**config.mk**
```make
export PLATFORM = sky130hd
export DESIGN_NAME = pt_walker
export DESIGN_NICKNAME = d
export VERILOG_FILES = /design/src/rtl/pt_walker.sv
export SDC_FILE = /design/constraint.sdc
export NUM_CORES = 1
export LEC_CHECK = 0
export ABC_AREA = 1
export BUFFER_PORTS_ARGS = -buffer_cell sky130_fd_sc_hd__buf_4
export CAP_MARGIN = 10
export CORE_ASPECT_RATIO = 0.7
export CORE_UTILIZATION = 35
export DETAILED_ROUTE_END_ITERATION = 7
export PLACE_DENSITY = 0.64
export SLEW_MARGIN = 20
export SYNTH_ARGS = -nofsm -noshare
export SYNTH_HDL_FRONTEND = slang
export SYNTH_SLANG_ARGS = --single-unit
```
**constraint.sdc**
```tcl
create_clock -name clk -period 2.4 [get_ports clk]
set_input_delay 0.24 -clock clk [delete_from_list [all_inputs] [get_ports clk]]
set_output_delay 0.24 -clock clk [all_outputs]
set_load 0.05 [all_outputs]
```
**src/rtl/pt_walker.sv**
```systemverilog
module pt_walker #(
  parameter int IDX_W = 10,
  parameter int OFF_W = 12
) (
  input  logic                      clk,
  input  logic                      rst_n,
  input  logic                      frame_we,
  input  logic [31-OFF_W:0]         frame_in,
  input  logic                      req_valid,
  input  logic [31:0]               req_vaddr,
  input  logic [1:0]                req_kind,
  output logic                      busy,
  output logic                      done,
  output logic [31:0]               paddr,
  output logic [1:0]                fault,
  output logic                      mem_req,
  output logic                      mem_we,
  output logic [31:0]               mem_addr,
  output logic [31:0]               mem_wdata,
  input  logic                      mem_ack,
  input  logic [31:0]               mem_rdata
);
  localparam int FN_W  = 32 - OFF_W;
  localparam int TOP_L = OFF_W + IDX_W;
  localparam int B_V = 0, B_R = 1, B_W = 2, B_X = 3, B_REF = 4, B_MOD = 5;

  typedef enum logic [1:0] {S_IDLE, S_DIR, S_PTE, S_WB} st_t;
  st_t              st;
  logic [31:0]      va_q;
  logic [1:0]       kind_q;
  logic [FN_W-1:0]  base_q, tbl_q, ppn_q;
  logic [31:0]      pte_q;
  logic             allowed;
  logic [31:0]      upd;

  always_comb begin
    case (kind_q)
      2'd1:    allowed = mem_rdata[B_W];
      2'd2:    allowed = mem_rdata[B_X];
      default: allowed = mem_rdata[B_R];
    endcase
    upd = mem_rdata;
    upd[B_REF] = 1'b1;
    if (kind_q == 2'd1) upd[B_MOD] = 1'b1;
  end

  assign busy      = (st != S_IDLE);
  assign mem_req   = (st != S_IDLE);
  assign mem_we    = (st == S_WB);
  assign mem_wdata = pte_q;

  always_comb begin
    case (st)
      S_DIR:   mem_addr = {base_q, va_q[31:TOP_L], 2'b00};
      S_PTE,
      S_WB:    mem_addr = {tbl_q, va_q[TOP_L-1:OFF_W], 2'b00};
      default: mem_addr = '0;
    endcase
  end

  always_ff @(posedge clk) begin
    if (!rst_n) begin
      st <= S_IDLE; va_q <= '0; kind_q <= '0; base_q <= '0; tbl_q <= '0;
      ppn_q <= '0; pte_q <= '0; paddr <= '0; fault <= '0; done <= 1'b0;
    end else begin
      done <= 1'b0;
      if (frame_we && st == S_IDLE) base_q <= frame_in;
      case (st)
        S_IDLE: if (req_valid) begin
          va_q <= req_vaddr; kind_q <= req_kind; st <= S_DIR;
        end
        S_DIR: if (mem_ack) begin
          if (!mem_rdata[B_V]) begin
            st <= S_IDLE; done <= 1'b1; fault <= 2'd1; paddr <= '0;
          end else begin
            tbl_q <= mem_rdata[31:OFF_W]; st <= S_PTE;
          end
        end
        S_PTE: if (mem_ack) begin
          if (!mem_rdata[B_V]) begin
            st <= S_IDLE; done <= 1'b1; fault <= 2'd1; paddr <= '0;
          end else if (!allowed) begin
            st <= S_IDLE; done <= 1'b1; fault <= 2'd2; paddr <= '0;
          end else if (upd != mem_rdata) begin
            pte_q <= upd; ppn_q <= mem_rdata[31:OFF_W]; st <= S_WB;
          end else begin
            st <= S_IDLE; done <= 1'b1; fault <= 2'd0;
            paddr <= {mem_rdata[31:OFF_W], va_q[OFF_W-1:0]};
          end
        end
        S_WB: if (mem_ack) begin
          st <= S_IDLE; done <= 1'b1; fault <= 2'd0;
          paddr <= {ppn_q, va_q[OFF_W-1:0]};
        end
        default: st <= S_IDLE;
      endcase
    end
  end

  p_hold_req_r11: assert property (@(posedge clk) disable iff (!rst_n)
    mem_req && !mem_ack |=> mem_req && $stable(mem_addr) && $stable(mem_we) && $stable(mem_wdata));
  p_done_pulse_r9: assert property (@(posedge clk) disable iff (!rst_n)
    done |=> !done);
  p_done_idle_r9: assert property (@(posedge clk) disable iff (!rst_n)
    done |-> !busy);
  p_fault_code_r3: assert property (@(posedge clk) disable iff (!rst_n)
    done |-> fault != 2'd3);
  p_wb_ref_r6: assert property (@(posedge clk) disable iff (!rst_n)
    mem_we |-> mem_req && mem_wdata[B_REF]);
  p_result_hold_r9: assert property (@(posedge clk) disable iff (!rst_n)
    !done |=> done || ($stable(paddr) && $stable(fault)));
endmodule

```
Word-level counts from Yosys, hierarchy flattened. Index checks and enable logic that the tools add are counted.

Bits in registers: 163. Logic and storage cells: 67.

Mux-type cells: 35. Reduce and logical (&&, ||, !) cells: 10. Equality and inequality tests: 12.

Operators by type and width (count): $mux 32 (7); $pmux 32 s3 (1); $pmux 32 s2 (1); $mux 2 (14); $mux 1 (8); $ne 2x2->1 const B (4); $pmux 2 s4 (1); $eq 2x2->1 const B (3); $pmux 2 s3 (1); $reduce_and 6->1 (1); $reduce_and 5->1 (1); $eq 2x1->1 const B (2); $ne 4x4->1 const B (1); $reduce_and 4->1 (1); $pmux 1 s3 (1); $reduce_and 3->1 (1); $reduce_bool 3->1 (1); $logic_not 2->1 (1); $ne 2x1->1 const B (1); $ne 2x2->1 (1); $pmux 1 s2 (1); $reduce_and 2->1 (1); $reduce_bool 2->1 (1); $reduce_or 2->1 (1); $logic_and 1x1->1 (1).

Depth between registers and ports, before layout. Gate-level depths: netlist of the first run.

Depth after elaboration: 8. Depth in mapped cells: 13. Depth with buffers taken out: 12.

Worst setup path before layout of the first run. OpenSTA, ideal clock, no wires.

Path type: register to output. Start point: register st[1]. End point: output mem_addr[10]. Path slack: -0.041 ns. Required time: 2.160 ns. Stages on the path, launching flop included: 7. Arrival time: 2.201 ns. Cell sequence: dfxtp_1 ha_1 inv_2 nand2_2 clkbuf_1 nand2_1 a21oi_1.

Cells in the longest elaborated chain, start to end: 3. Elaborated cells between the ends (all ways): 5. Classes of those cells: 3 x eq/ne; 1 x mux; 1 x reduce/logical.

RTL lines: from (decl) (RTL line 28) `st_t st;`; from (signal assigned) (RTL line 63) `st <= S_IDLE; va_q <= '0; kind_q <= '0; base_q <= '0; tbl_q <= '0;`; from (signal assigned) (RTL line 70) `va_q <= req_vaddr; kind_q <= req_kind; st <= S_DIR;`; from (signal assigned) (RTL line 74) `st <= S_IDLE; done <= 1'b1; fault <= 2'd1; paddr <= '0;`; $eq 2x2->1; net mem_we (RTL line 17) `output logic mem_we,`; $reduce_or 2->1 (RTL line 53) `case (st)`; $pmux 32 s2 (RTL line 53); to (decl) (RTL line 18) `output logic [31:0] mem_addr,`.

The timed path passes the listed nets, and every way through them passes these cells.

Worst setup path in the final report of the first run.
Start point: register st[0]. End point: output mem_addr[14].

Cells in the longest elaborated chain, start to end: 3. Elaborated cells between the ends (all ways): 5. Classes of those cells: 3 x eq/ne; 1 x mux; 1 x reduce/logical.

RTL lines (RTL line): $eq 2x2->1 (53); $reduce_or 2->1 (53); $pmux 32 s2 (*) (53).

Every way passes the cells marked *; elsewhere a longest branch is shown, timed or not.

==> out/results.tsv, run 1 <==
metric	value	unit
synth_commonest_cells	227 x nor2_1, 168 x nand2_1, 142 x dfxtp_1	
tns	0	ns
cts_tree	built	
drv_slew	0	
yosys_most_used_dff	dfxtp_1	
cts_sinks	142	
status	finished, final reports clean	
start_util	35.7	%
synth_area	6130	µm²
hold-path-endpoint	mem_wdata[11]$_SDFFE_PN0P_	
grt_max_degree	66	
postCtsSetupBuffers	0	
clk_latency	0.42	ns
core	17200	µm²
routedWlPerCell	13.8	µm
ant_nets	0	
crit_path_top_delay_cell	dfxtp_1	
crit_chain	inv_1, ha_1, inv_2, nand2_2, buf_6, nand2_1, a21oi_2, buf_4	
rsz0062_at_grt	false	
min_period	2.22	ns
ir_worst_vdd	0.000394	V
clkPwrFrac	38.6	%
wirelength	18.1	mm
max_stage_delay	0.32	ns
yosysMostFrequentCell	nor2_1	
post_synth_num_cell_types	22	
crit_type	register to output pin	
ios	193	
gr-total-overflow	0	
r2r_slack	0.33	ns
num_rows	40	
tightest_slew	0.666	ns
netlist_top_cells_area	dfxtp_1 46%, nor2_1 14%, nand2_1 10%	
swShare	31.4	%
setup_violations	0	
final_layout_size_suffix_gt1_share	25.8	%
slew_headroom	55.5	%
clockBufferDepth	2	
post-route-period-util	92.6	%
cts_resized	0	
drt_iter0_drc	373	
die-area	18100	µm²
area_growth	36.8	%
grt_antenna_before_repair	0	
synth-seq-cells	142	
total_power	6720	µW
comb_power_share	21.6	%
r2r-end	paddr[14]$_SDFFE_PN0P_	
vias	6001	
die_h	113	µm
fmax	0.450	GHz
yosysWarnings	0	
min_path_cells	3	
p_leak	0.00395	µW
root_buffer	clkbuf_16	
regArea	2840	µm²
viasPerCell	4.57	
postCtsHoldBufs	0	
cts_buffers	17	
synth_edf_count	0	
fillCellCount	1756	
reg2reg_from	kind_q[0]$_SDFFE_PN0P_	
finClkSkew	0.00857	ns
startpoint_type	register	
yosys.area.top_type	dfxtp_1	
gp_congestion	0.818	
layout.cells.non_filler	1314	
p_int	4610	µW
finalHoldViolCount	0	
firstDrtPassIters	5	
dpl.hpwl	12.6	mm
pwr-share-seq	39.8	%
drv_cap	0	
htreeDepth	4	
multi_input_area	2750	µm²
ys_seq_area_share	46.4	%
first_global_vias	5540	
grt_pass1_wl	28.9	mm
p_per_area	801	nW/µm²
avgSynthCellArea	6.77	µm²
drc	0	
critPathCaptureType	output pin	
hold_path.class	primary input to register	
netlist.area_leader.share	46.4	%
grt_usage	20.4	%
required	2.16	ns
worstRegToRegCells	10	
port_buffers	190	
arrival	1.98	ns
fp.dieW	160	µm
syn_inst	906	
hp-start	mem_rdata[11]	
fin_nets	1169	
async_flop_share	0	%
clkTransAtPathRegs	0.06	ns
diodes	0	
crit_path_max_fanout	31	
p_switching	2110	µW
dpl.cell_count	1283	
## area by class of cell
cell class                 instances  share of cell area, %
inverter                          96                   4.29
sequential                       142                   33.9
clock buffer                      19                   5.40
timing repair buffer             206                   18.8
clock inverter                    12                   1.43
multi-input combinational        608                   32.8
tap                              231                   3.44
## per-layer routing
layer  up-vias  track usage, %  wire (µm)
met2       177            30.9       7910
met4         0            5.21        149
li1       3125               -          -
met5         -               0          0
met1      2689            27.6       8770
met3        10            6.89       1260
## placed cells by master, fill, tap and decap left out, drive strengths merged
cell / synthesis / layout
nor2: 230 / 230
o22ai: 1 / 1
inv: 96 / 96
buf: 22 / 206
o21ai: 124 / 124
nand4: 1 / 1
clkinvlp: 0 / 4
dfxtp: 142 / 142
clkinv: 0 / 6
nand3: 7 / 7
o21a: 1 / 1
ha: 7 / 7
nand2: 169 / 169
clkbuf: 39 / 19
conb: 1 / 2
a21oi: 66 / 66
bufinv: 0 / 2
## power by group through the flow
stage,clock (µW),sequential [µW],combinational (µW)
after floorplan,0,3010,713
final,2590,2680,1450
after CTS,2650,2680,1460
after detailed placement,0,2730,1450
after global placement,0,2720,1450
after global routing,2770,2700,1600
## state kept, by name, indices dropped and copies added, names as in the netlist
name / cells
kind_q: 2
tbl_q: 20
base_q: 20
paddr: 32
va_q: 32
mem_wdata: 11
ppn_q: 20
fault: 2
done: 1
st: 2
## kinds of logic after synthesis
family                     share of synthesized area, %
AOI/OAI and AO/OA                                  15.7
adders and majority gates                          1.43
buffers and inverters                              10.8
DFF                                                46.4
other                                            0.0612
and+or+nand+nor                                    25.7
## per-stage QoR
stage / hold slack (ns) / utilization, % / cell area, µm² / setup slack, ns
after floorplan: 0.375 / - / 6250 / 0.205
after detailed placement: 0.435 / 45.5 / 7810 / 0.227
final: 0.0465 / 48.9 / 8390 / 0.179
after global routing: 0.0487 / 48.9 / 8390 / 0.0165
after CTS: 0.0271 / 48.8 / 8390 / 0.0426
after global placement: 0.434 / 45.5 / 7810 / 0.276
## worst max path at each step
stage	from	end	slack, ns	cells past startpoint
after floorplan	st[1]$_SDFFE_PN0P_	mem_addr[10]	0.20	6
after global placement	kind_q[0]$_SDFFE_PN0P_	paddr[0]$_SDFFE_PN0P_	0.28	10
after detailed placement	kind_q[0]$_SDFFE_PN0P_	paddr[1]$_SDFFE_PN0P_	0.23	10
after CTS	st[0]$_SDFFE_PN0P_	mem_addr[25]	0.04	8
after global routing	st[0]$_SDFFE_PN0P_	mem_addr[14]	0.02	8
final	st[0]$_SDFFE_PN0P_	mem_addr[14]	0.18	8
## critical path, delay by kind of cell, from the launching register on
kind	cells	cell delay, ns
buffers and inverters	4	0.67
flip-flops	1	0.32
adder cells (fa/ha/maj)	1	0.20
AND/OR/NAND/NOR	2	0.20
AO/OA/AOI/OAI	1	0.16
Note: power is estimated with default switching activity, not from simulation.
==> run 2: changes to the inputs <==
--- a/config.mk
+++ b/config.mk
@@ -11,6 +11,7 @@
 export CORE_ASPECT_RATIO = 0.7
 export CORE_UTILIZATION = 35
 export DETAILED_ROUTE_END_ITERATION = 7
+export GPL_TIMING_DRIVEN = 0
 export PLACE_DENSITY = 0.64
 export SLEW_MARGIN = 20
 export SYNTH_ARGS = -nofsm -noshare
==> run 2 against run 1 <==
Effect of this change:
- final cell count rose by 3.3%
- non-clock buffer count rose by 43
- highest routed layer unchanged
- combinational power rose by 4%
- critical endpoint is now mem_addr[18]
==> out/results.tsv, run 2 (synthesis gave the netlist of run 1 again) <==
metric	value	unit
place_ws	0.305	ns
firstDrtPassIters	5	
fin_nets	1212	
clk_latency	0.42	ns
startpoint_type	register	
vias	6192	
status	finished, final reports clean	
start_util	35.7	%
clkTransAtPathRegs	0.06	ns
root_buffer	clkbuf_16	
min_period	2.27	ns
dpl.hpwl	14.9	mm
regArea	2840	µm²
drc	0	
required	2.16	ns
gr-total-overflow	0	
ios	193	
core	17200	µm²
cp.buffers_inverters	3	
drv_slew	0	
final_layout_size_suffix_gt1_share	25.2	%
port_buffers	189	
crit_type	register to output pin	
fmax	0.440	GHz
cts_sinks	142	
routedWlPerCell	14.4	µm
die-area	18100	µm²
crit_chain	ha_2, inv_2, nand2_2, buf_2, nand2_1, a21oi_2, buf_4	
grt_antenna_before_repair	0	
gp_congestion	0.809	
layout_commonest_cell	nor2_1	
p_per_area	802	nW/µm²
die_h	113	µm
crit_path_max_fanout	10	
critPathCaptureType	output pin	
fillCellCount	1793	
postCtsSetupBuffers	0	
finClkSkew	0.00849	ns
htreeDepth	4	
grt_usage	22.1	%
viasPerCell	4.56	
hold_path.class	primary input to register	
tightest_slew	0.627	ns
slew_headroom	58.2	%
p_leak	0.00405	µW
ant_nets	0	
path_delay_family	buffers and inverters	
cts_tree	built	
cts_buffers	17	
ir_worst_vdd	0.000398	V
total_power	6870	µW
crit_path_top_delay_cell	dfxtp_1	
wirelength	19.6	mm
multi_input_area	2750	µm²
drv_cap	0	
r2r_slack	0.34	ns
post-route-period-util	94.7	%
grt_pass1_wl	30.8	mm
num_rows	40	
clockBufferDepth	2	
arrival	2.03	ns
rsz0062_at_grt	false	
drt_iter0_drc	393	
tns	0	ns
max_stage_delay	0.39	ns
biggestRegsByFlops	paddr x32, va_q x32	
diodes	0	
setup_violations	0	
area_growth	39.8	%
grt_max_degree	17	
first_global_vias	5860	
fp.dieW	160	µm
layout_common_cells	227 x nor2_1, 196 x buf_4, 168 x nand2_1, 142 x dfxtp_1, 124 x o21ai_0	
timing.final.ws_setup	0.128	ns
finalHoldViolCount	0	
## run 2: cell count changes in the layout (fill, tap and decap cells not counted), sizes merged
cell / previous run / this run
clkinvlp: 4 / 1
clkinv: 6 / 2
clkbuf: 19 / 61
buf: 206 / 214
## run 2: final timing paths
path	start	endpoint	depth (start not counted)
max reg2reg	st[0]$_SDFFE_PN0P_	va_q[23]$_SDFFE_PN0P_	7
min reg2reg	tbl_q[16]$_SDFFE_PN0P_	tbl_q[16]$_SDFFE_PN0P_	2
min	mem_rdata[6]	mem_wdata[6]$_SDFFE_PN0P_	3
max	st[1]$_SDFFE_PN0P_	mem_addr[18]	7
## run 2: what timing repair did
| item | in CTS | in global routing |
|---|---|---|
| endpoints found under the setup margin | 30 | 30 |
| hold buffers | 0 | 0 |
| hold endpoints to repair | 0 | 0 |
| resized for setup | 6 | 17 |
## run 2: area by class of cell
class	instances	share of cell area (%)
Buffer	60	3.66
Clock buffer	26	6.06
Clock inverter	5	0.905
Inverter	96	4.20
Multi-Input combinational cell	608	32.1
Sequential cell	142	33.2
Tap cell	231	3.37
Timing Repair Buffer	189	16.6
## run 2: metrics by stage
| step | area, µm² | util [%] | std cells | hold WS [ns] |
|---|---|---|---|---|
| 6_report | 8570 | 49.9 | 1357 | 0.0445 |
| 5_1_grt | 8570 | 49.9 | 1357 | 0.0484 |
| 4_1_cts | 8560 | 49.9 | 1358 | 0.0345 |
| 3_5_place_dp | 7960 | 46.3 | 1327 | 0.436 |
| 3_3_place_gp | 7960 | 46.3 | 1327 | 0.436 |
| 2_1_floorplan | 6250 | - | 907 | 0.375 |
## run 2: layer usage
metal,vias to the layer above,GRT usage (%),share of wire [%]
met5,-,0,0
met4,0,4.76,0.85
met3,14,6.63,7.6
met2,185,33.9,42
met1,2784,30.6,49
li1,3209,-,-
## run 2: report_power, final
group	switching [µW]	internal [µW]	leakage, µW
registers	111	2570	0.00116
clock network	991	1690	0.000292
logic	1020	496	0.00259
## run 2: worst min-delay path: cells and delay by family
family / cells / cell delay [ns]
AND/OR/NAND/NOR: 2 / 0.11
buffers and inverters: 1 / 0.08
